<file path="src/rtl/irq_agg_pkg.sv">
package irq_agg_pkg;
  parameter int unsigned STAT_W = 32;
  parameter int unsigned IDX_W  = $clog2(STAT_W);

  // implemented status positions: descriptor events 0..7, 9, external line 25, abort 26
  parameter logic [STAT_W-1:0] IMPL_BITS = 32'h0600_02FF;

  parameter logic [11:0] OFF_STATUS = 12'h500;
  parameter logic [11:0] OFF_MASK   = 12'h504;
  parameter logic [11:0] OFF_GEN    = 12'h508;

  typedef enum logic [1:0] {
    SEL_NONE   = 2'd0,
    SEL_STATUS = 2'd1,
    SEL_MASK   = 2'd2,
    SEL_GEN    = 2'd3
  } reg_sel_e;
endpackage

</file>
<file path="src/rtl/irq_rst_sync.sv">
module irq_rst_sync #(
  parameter int unsigned STAGES = 2
) (
  input  logic clk,
  input  logic rst_n,
  output logic rst_sync_n
);
  logic [STAGES-1:0] chain_q;
  logic [STAGES-1:0] chain_d;

  generate
    if (STAGES == 1) begin : g_one
      always_comb chain_d = 1'b1;
    end else begin : g_many
      always_comb chain_d = {chain_q[STAGES-2:0], 1'b1};
    end
  endgenerate

  always_ff @(posedge clk or negedge rst_n) begin
    if (!rst_n) chain_q <= '0;
    else        chain_q <= chain_d;
  end

  assign rst_sync_n = chain_q[STAGES-1];
endmodule

</file>
<file path="src/rtl/irq_status_reg.sv">
module irq_status_reg
  import irq_agg_pkg::*;
(
  input  logic              clk,
  input  logic              rst_n,
  input  logic              clr_wr,
  input  logic [STAT_W-1:0] clr_data,
  input  logic [STAT_W-1:0] evt,
  output logic [STAT_W-1:0] status_q
);
  logic [STAT_W-1:0] set_v;
  logic [STAT_W-1:0] clr_v;
  logic [STAT_W-1:0] status_d;
  logic              status_en;

  always_comb begin
    set_v     = evt & IMPL_BITS;
    clr_v     = clr_wr ? (clr_data & IMPL_BITS) : '0;
    // a set in the same cycle wins over the clear
    status_d  = ((status_q & ~clr_v) | set_v) & IMPL_BITS;
    status_en = clr_wr | (|set_v);
  end

  always_ff @(posedge clk or negedge rst_n) begin
    if (!rst_n)         status_q <= '0;
    else if (status_en) status_q <= status_d;
  end
endmodule

</file>
<file path="src/rtl/irq_ctrl_regs.sv">
module irq_ctrl_regs
  import irq_agg_pkg::*;
(
  input  logic              clk,
  input  logic              rst_n,
  input  logic              mask_wr,
  input  logic              gen_wr,
  input  logic [STAT_W-1:0] wdata,
  output logic [STAT_W-1:0] mask_q,
  output logic              gen_en_q
);
  logic [STAT_W-1:0] mask_d;
  logic              gen_en_d;

  always_comb begin
    mask_d   = wdata & IMPL_BITS;
    gen_en_d = wdata[0];
  end

  always_ff @(posedge clk or negedge rst_n) begin
    if (!rst_n)       mask_q <= '0;
    else if (mask_wr) mask_q <= mask_d;
  end

  always_ff @(posedge clk or negedge rst_n) begin
    if (!rst_n)      gen_en_q <= 1'b0;
    else if (gen_wr) gen_en_q <= gen_en_d;
  end
endmodule

</file>
<file path="src/rtl/irq_low_enc.sv">
module irq_low_enc #(
  parameter int unsigned W  = 32,
  parameter int unsigned IW = $clog2(W)
) (
  input  logic [W-1:0]  vec,
  output logic [IW-1:0] idx,
  output logic          valid
);
  always_comb begin
    idx   = '0;
    valid = |vec;
    // scan downward so the lowest set position is the last one taken
    for (int i = W - 1; i >= 0; i--) begin
      if (vec[i]) idx = IW'(i);
    end
  end
endmodule

</file>
<file path="src/rtl/irq_status_agg.sv">
module irq_status_agg
  import irq_agg_pkg::*;
#(
  parameter int unsigned ADDR_W      = 12,
  parameter int unsigned SYNC_STAGES = 2
) (
  input  logic              clk,
  input  logic              rst_n,
  input  logic              bus_sel,
  input  logic              bus_wr,
  input  logic [ADDR_W-1:0] bus_addr,
  input  logic [STAT_W-1:0] bus_wdata,
  output logic [STAT_W-1:0] bus_rdata,
  input  logic [STAT_W-1:0] evt_in,
  output logic              irq_out,
  output logic              pend_valid,
  output logic [IDX_W-1:0]  pend_idx
);
  logic              rst_sync_n;
  reg_sel_e          reg_sel;
  logic [STAT_W-1:0] status_q;
  logic [STAT_W-1:0] mask_q;
  logic              gen_en_q;
  logic [STAT_W-1:0] pend_vec;

  irq_rst_sync #(.STAGES(SYNC_STAGES)) u_rst (
    .clk(clk), .rst_n(rst_n), .rst_sync_n(rst_sync_n)
  );

  always_comb begin
    reg_sel = SEL_NONE;
    if (bus_sel) begin
      if (bus_addr == ADDR_W'(OFF_STATUS))    reg_sel = SEL_STATUS;
      else if (bus_addr == ADDR_W'(OFF_MASK)) reg_sel = SEL_MASK;
      else if (bus_addr == ADDR_W'(OFF_GEN))  reg_sel = SEL_GEN;
    end
  end

  irq_status_reg u_stat (
    .clk(clk), .rst_n(rst_sync_n),
    .clr_wr(bus_wr && reg_sel == SEL_STATUS),
    .clr_data(bus_wdata), .evt(evt_in), .status_q(status_q)
  );

  irq_ctrl_regs u_ctrl (
    .clk(clk), .rst_n(rst_sync_n),
    .mask_wr(bus_wr && reg_sel == SEL_MASK),
    .gen_wr(bus_wr && reg_sel == SEL_GEN),
    .wdata(bus_wdata), .mask_q(mask_q), .gen_en_q(gen_en_q)
  );

  assign pend_vec = status_q & mask_q;

  irq_low_enc #(.W(STAT_W), .IW(IDX_W)) u_enc (
    .vec(pend_vec), .idx(pend_idx), .valid(pend_valid)
  );

  assign irq_out = gen_en_q & pend_valid;

  always_comb begin
    bus_rdata = '0;
    if (!bus_wr) begin
      unique case (reg_sel)
        SEL_STATUS: bus_rdata = status_q;
        SEL_MASK:   bus_rdata = mask_q;
        SEL_GEN:    bus_rdata = {{(STAT_W-1){1'b0}}, gen_en_q};
        default:    bus_rdata = '0;
      endcase
    end
  end
endmodule

</file>
<file path="config.mk">
export PLATFORM = sky130hd
export DESIGN_NAME = irq_status_agg
export DESIGN_NICKNAME = d
export VERILOG_FILES = /design/src/rtl/irq_agg_pkg.sv /design/src/rtl/irq_rst_sync.sv /design/src/rtl/irq_status_reg.sv /design/src/rtl/irq_ctrl_regs.sv /design/src/rtl/irq_low_enc.sv /design/src/rtl/irq_status_agg.sv
export SDC_FILE = /design/constraint.sdc
export NUM_CORES = 1
export LEC_CHECK = 0
export BUFFER_PORTS_ARGS = -buffer_cell sky130_fd_sc_hd__buf_2
export CORE_ASPECT_RATIO = 1.1
export CORE_MARGIN = 8
export CORE_UTILIZATION = 44
export CTS_CLUSTER_SIZE = 8
export DETAILED_ROUTE_END_ITERATION = 6
export GPL_TIMING_DRIVEN = 0
export PLACE_DENSITY = 0.86
export SYNTH_ARGS = -nofsm -noshare
export SYNTH_HDL_FRONTEND = slang
export SYNTH_SLANG_ARGS = --single-unit
</file>
<file path="constraint.sdc">
create_clock -name clk -period 3.2 [get_ports clk]
set_input_delay 0.8 -clock clk [delete_from_list [all_inputs] [get_ports clk]]
set_output_delay 0.8 -clock clk [all_outputs]
set_load 0.01 [all_outputs]
</file>
* After elaboration in Yosys (flattened, before gate mapping) *
Index checks and enable logic that the tools add are counted.
W data, S select, Z words.

word-level totals
  input bits = 80
  output and inout bits = 39
  register bits after elaboration = 25

cells by class
  equal/unequal tests = 6
  multiplexer cells = 39
  bitwise gates (word level) = 6
  reduce and logical (&&, ||, !) cells = 5

operators with widths
  cell                    number
  $mux W5                 32
  $pmux W27 S3            1
  $and A27 B27 Y27        2
  $mux W27                2
  $eq A12 B11 Y1 const B  3
  $reduce_or A32 Y1       1
  $not A27 Y27            1
  $or A27 B27 Y27         1
  $reduce_or A11 Y1       1
  $mux W2                 4
  $eq A2 B2 Y1 const B    2
  $logic_and A1 B1 Y1     3
  $eq A2 B1 Y1 const B    1
  $and A1 B1 Y1           1
  $or A1 B1 Y1            1

* Logic depth before layout (Yosys ltp) *
  word-level depth = 32
  mapped depth = 5
  mapped depth without buffers = 3

* Modules after synthesis *
From an unflattened synthesis, not the netlist that was laid out.

second synthesis, totals
  cells, all modules = 288
  area, all modules = 2474.9 µm²

modules (own cells, without submodules)
  module          area each (µm²)  instances  cells each
  irq_status_agg  818.3            1          117
  irq_ctrl_regs   645.6            1          47
  irq_status_reg  571.8            1          56
  irq_low_enc     385.4            1          65
  irq_rst_sync    53.8             1          3

* Worst setup path before layout *
OpenSTA, ideal clock, no wires.

  kind = input to output
  start point = input bus_addr[11]
  end point = output bus_rdata[0]
  cell stages on the path = 4
  required time = 2.400 ns
  path buffers = 1
  setup slack = 0.638 ns
  arrival = 1.762 ns
  cell sequence = nor4b_4 nand4b_1 buf_2 nor3_1

between the ends
  cells in the longest elaborated chain, start to end = 8
  elaborated cells on any way between the ends = 12

RTL lines
  element                                       RTL line              source
  from (decl)                                   irq_status_agg.sv:11  input logic [ADDR_W-1:0] bus_addr,
  $eq A12 B11 Y1                                irq_status_agg.sv:35  else if (bus_addr == ADDR_W'(OFF_GEN)) reg_sel = SEL_GEN;
  $mux W2                                       irq_status_agg.sv:35
  $mux W2                                       irq_status_agg.sv:34  else if (bus_addr == ADDR_W'(OFF_MASK)) reg_sel = SEL_MASK;
  $mux W2 *                                     irq_status_agg.sv:33  if (bus_addr == ADDR_W'(OFF_STATUS)) reg_sel = SEL_STATUS;
  $mux W2 *                                     irq_status_agg.sv:32  if (bus_sel) begin
  $eq A2 B2 Y1 or $eq A2 B1 Y1 (tied branches)  irq_status_agg.sv:63  unique case (reg_sel)
  $pmux W27 S3 *                                irq_status_agg.sv:63
  $mux W27 *                                    irq_status_agg.sv:62  if (!bus_wr) begin
  to (decl)                                     irq_status_agg.sv:13  output logic [STAT_W-1:0] bus_rdata,

Every way passes the cells marked *; elsewhere a longest branch is shown, timed or not.

* Final worst setup path *
  start point = input bus_addr[1]
  end point = output bus_rdata[1]

Same word-level chain as after synthesis.

==> metrics.txt <==
layout cells sized above 1=0.416; DRC Markers=0; critical path endpoint category=output pin; Die H=80.0 um; starting density of the core=0.456; fin. max-slew vios=0; clock sinks=25; fmax=351 MHz; number of synthesized flops with an enable pin=0; starting DRC count in detailed routing=84; dpl ws=roughly 0.35 ns; Routed Antenna Nets=0; clock buffer depth=2; layout net count=324; Clock Skews=between 0.007 and 0.008 ns; pin count of the biggest net entering global routing=24; Reg2Reg Depth=0; cell area power density=roughly 290 mW/mm2; post-synthesis sequential area ratio=0.382; CTS H-tree lvls=1; Remaining Overflow, GRT=0; RSZ-0062 raised after global routing=false; CTS Root Cell=clkbuf_8; Max Cap Violations=0; routed vias=1386; cts bufs inserted=3; Synth Register Bits=25; fill count=approximately 340; Synth async-reset ratio=1.00; setup_tns=0 ns; Worst EP arrival=around 2 ns; All-Layer GR Usage=0.140; core area=0.00360 mm2; Post-Syn Instances=approximately 170; Final Hold Viols=0; first-pass GRT wire length=6.56 mm; crit path time final=2.85 ns; Pre-antenna DRT Iters=4; Worst setup SP type=input port; DR WL/cell=around 14 um; reg2reg end=u_ctrl.mask_q[25]; clk slew on worst S/H paths=about 0.090 ns; Tightest Hold Check Type=input port to asynchronous set/reset pin; initial antenna violation count=0; DIE AREA=0.00594 mm2; post-synth cell types=37; CP max FO=10; Post-Syn Area=0.00164 mm2; Post-CTS Setup Inserts=0; cts hold-fix bufs=0; I/O pin count=119; Chip Width=74.2 um; Reg2Reg Launch Point=u_rst.chain_q[1]; # rows=23; area growth from synthesis to layout=27.7%; clock latency on the worst-skew pair=0.27 ns; required time of the critical path=2.40 ns; placer congestion estimate=0.875; R2R Setup Slk=~2.2 ns; static leakage=1.16 nW; Setup-failing EPs final=0; synth warn=0; Post-Syn Area per Cell=between 9 and 10 um2; Final period util=0.889; Worst Setup Path Type=input port to output pin; vias per cell=4.73; Detailed Place HPWL=approximately 3.3 mm; prevailing post-synth register cell=dfrtp_1; Port Buffers=54; worst setup margin=0.355 ns; CTS tree=built; final hold slack=0.288 ns; Routed WL=between 4 and 5 mm; Max VDD drop=0.199 mV; Worst-Margin Slew=0.923 ns; # diodes=0; Slew HR=0.385; vias in the first global route=1443; CTS resizes=0; outcome=complete, no violations
## state kept, by name, summed over array words and instances, names as in the netlist
signal,count
u_ctrl.gen_en_q,1
u_ctrl.mask_q,11
u_rst.chain_q,2
u_stat.status_q,11
## report_power, final
| group | switching, mW | internal [mW] |
|---|---|---|
| registers | 0.00598 | 0.317 |
| logic | 0.0437 | 0.0467 |
| clock network | 0.103 | 0.0873 |
| total | 0.153 | 0.451 |
## logic make-up after synthesis
family	count (synthesis)	share of synthesized area
buffers and inverters	38	0.143
AND/OR/NAND/NOR	50	0.185
flip-flops	25	0.382
AO/OA/AOI/OAI	27	0.114
other	2	0.00458
multiplexers	23	0.173
## layer usage
metal / part of all wire / GRT usage / wire length, um
met5: 0 / 0 / 0
met4: 0.014 / 0.0380 / 58
met3: 0.074 / 0.0364 / 300
met2: 0.55 / 0.254 / 2200
met1: 0.37 / 0.153 / 1470
## placed cells by master, fill, tap and decap left out, types with 3 or more instances in the layout
cell type  netlist  routed
inv_1           11      11
buf_4           21      21
clkbuf_8         0       3
a22oi_1          5       5
dfrtp_1         25      25
o21a_1           3       3
nor2_1          11      11
conb_1           2      22
a31oi_1         12      12
nor3_1          10      10
nand2_1         11      11
buf_2            4      58
mux2i_1         11      11
mux2_4          10      10
## through the flow
stage | util | std cells | total power [mW] | area, um2
global placement | 0.569 | 289 | 0.417 | 2050
global route | 0.582 | 293 | 0.632 | 2090
floorplan | - | 185 | 0.383 | 1710
finish | 0.582 | 293 | 0.604 | 2090
detailed placement | 0.569 | 289 | 0.419 | 2050
CTS | 0.582 | 293 | 0.606 | 2090
## worst max-delay path: stages
cell      delay (ns)
buf_2           0.11
nor4_4          0.34
nand4b_1        0.15
buf_2           0.22
nor3_1          0.24
buf_2           0.18
## final cells by class
cell class | count | area, um2 | area share
clock buffers | 3 | 41.3 | 0.0197
flip-flops and latches | 25 | 626 | 0.299
multi-input cells | 122 | 855 | 0.408
repair buffers | 54 | 270 | 0.129
clock inverters | 1 | 5.00 | 0.00239
inverters | 11 | 41.3 | 0.0197
plain buffers | 27 | 193 | 0.0921
well taps | 50 | 62.6 | 0.0299
## synth_stat cells (2+ instances only)
cell type / instances / area share
a22oi_1: 5 / 0.023
mux2_4: 10 / 0.092
nor2_1: 11 / 0.025
a21oi_1: 2 / 0.0061
buf_2: 4 / 0.012
buf_4: 21 / 0.096
mux2i_1: 11 / 0.067
mux2_2: 2 / 0.014
a31oi_1: 12 / 0.046
inv_1: 11 / 0.025
o21a_1: 3 / 0.014
and4b_1: 2 / 0.012
nand4_1: 2 / 0.0076
nand2b_1: 2 / 0.0076
conb_1: 2 / 0.0046
dfrtp_1: 25 / 0.38
nor3_1: 10 / 0.031
nand2_1: 11 / 0.025
## worst max path at each step
stage	from	end	slack, ns
after CTS	bus_addr[11]	bus_rdata[9]	0.35
after floorplan	bus_addr[11]	bus_rdata[0]	0.64
after global placement	bus_addr[11]	bus_rdata[1]	0.33
after detailed placement	bus_addr[11]	bus_rdata[9]	0.35
final	bus_addr[1]	bus_rdata[1]	0.35
after global routing	bus_addr[11]	bus_rdata[1]	0.23
Power figures use the tool's default switching activity.
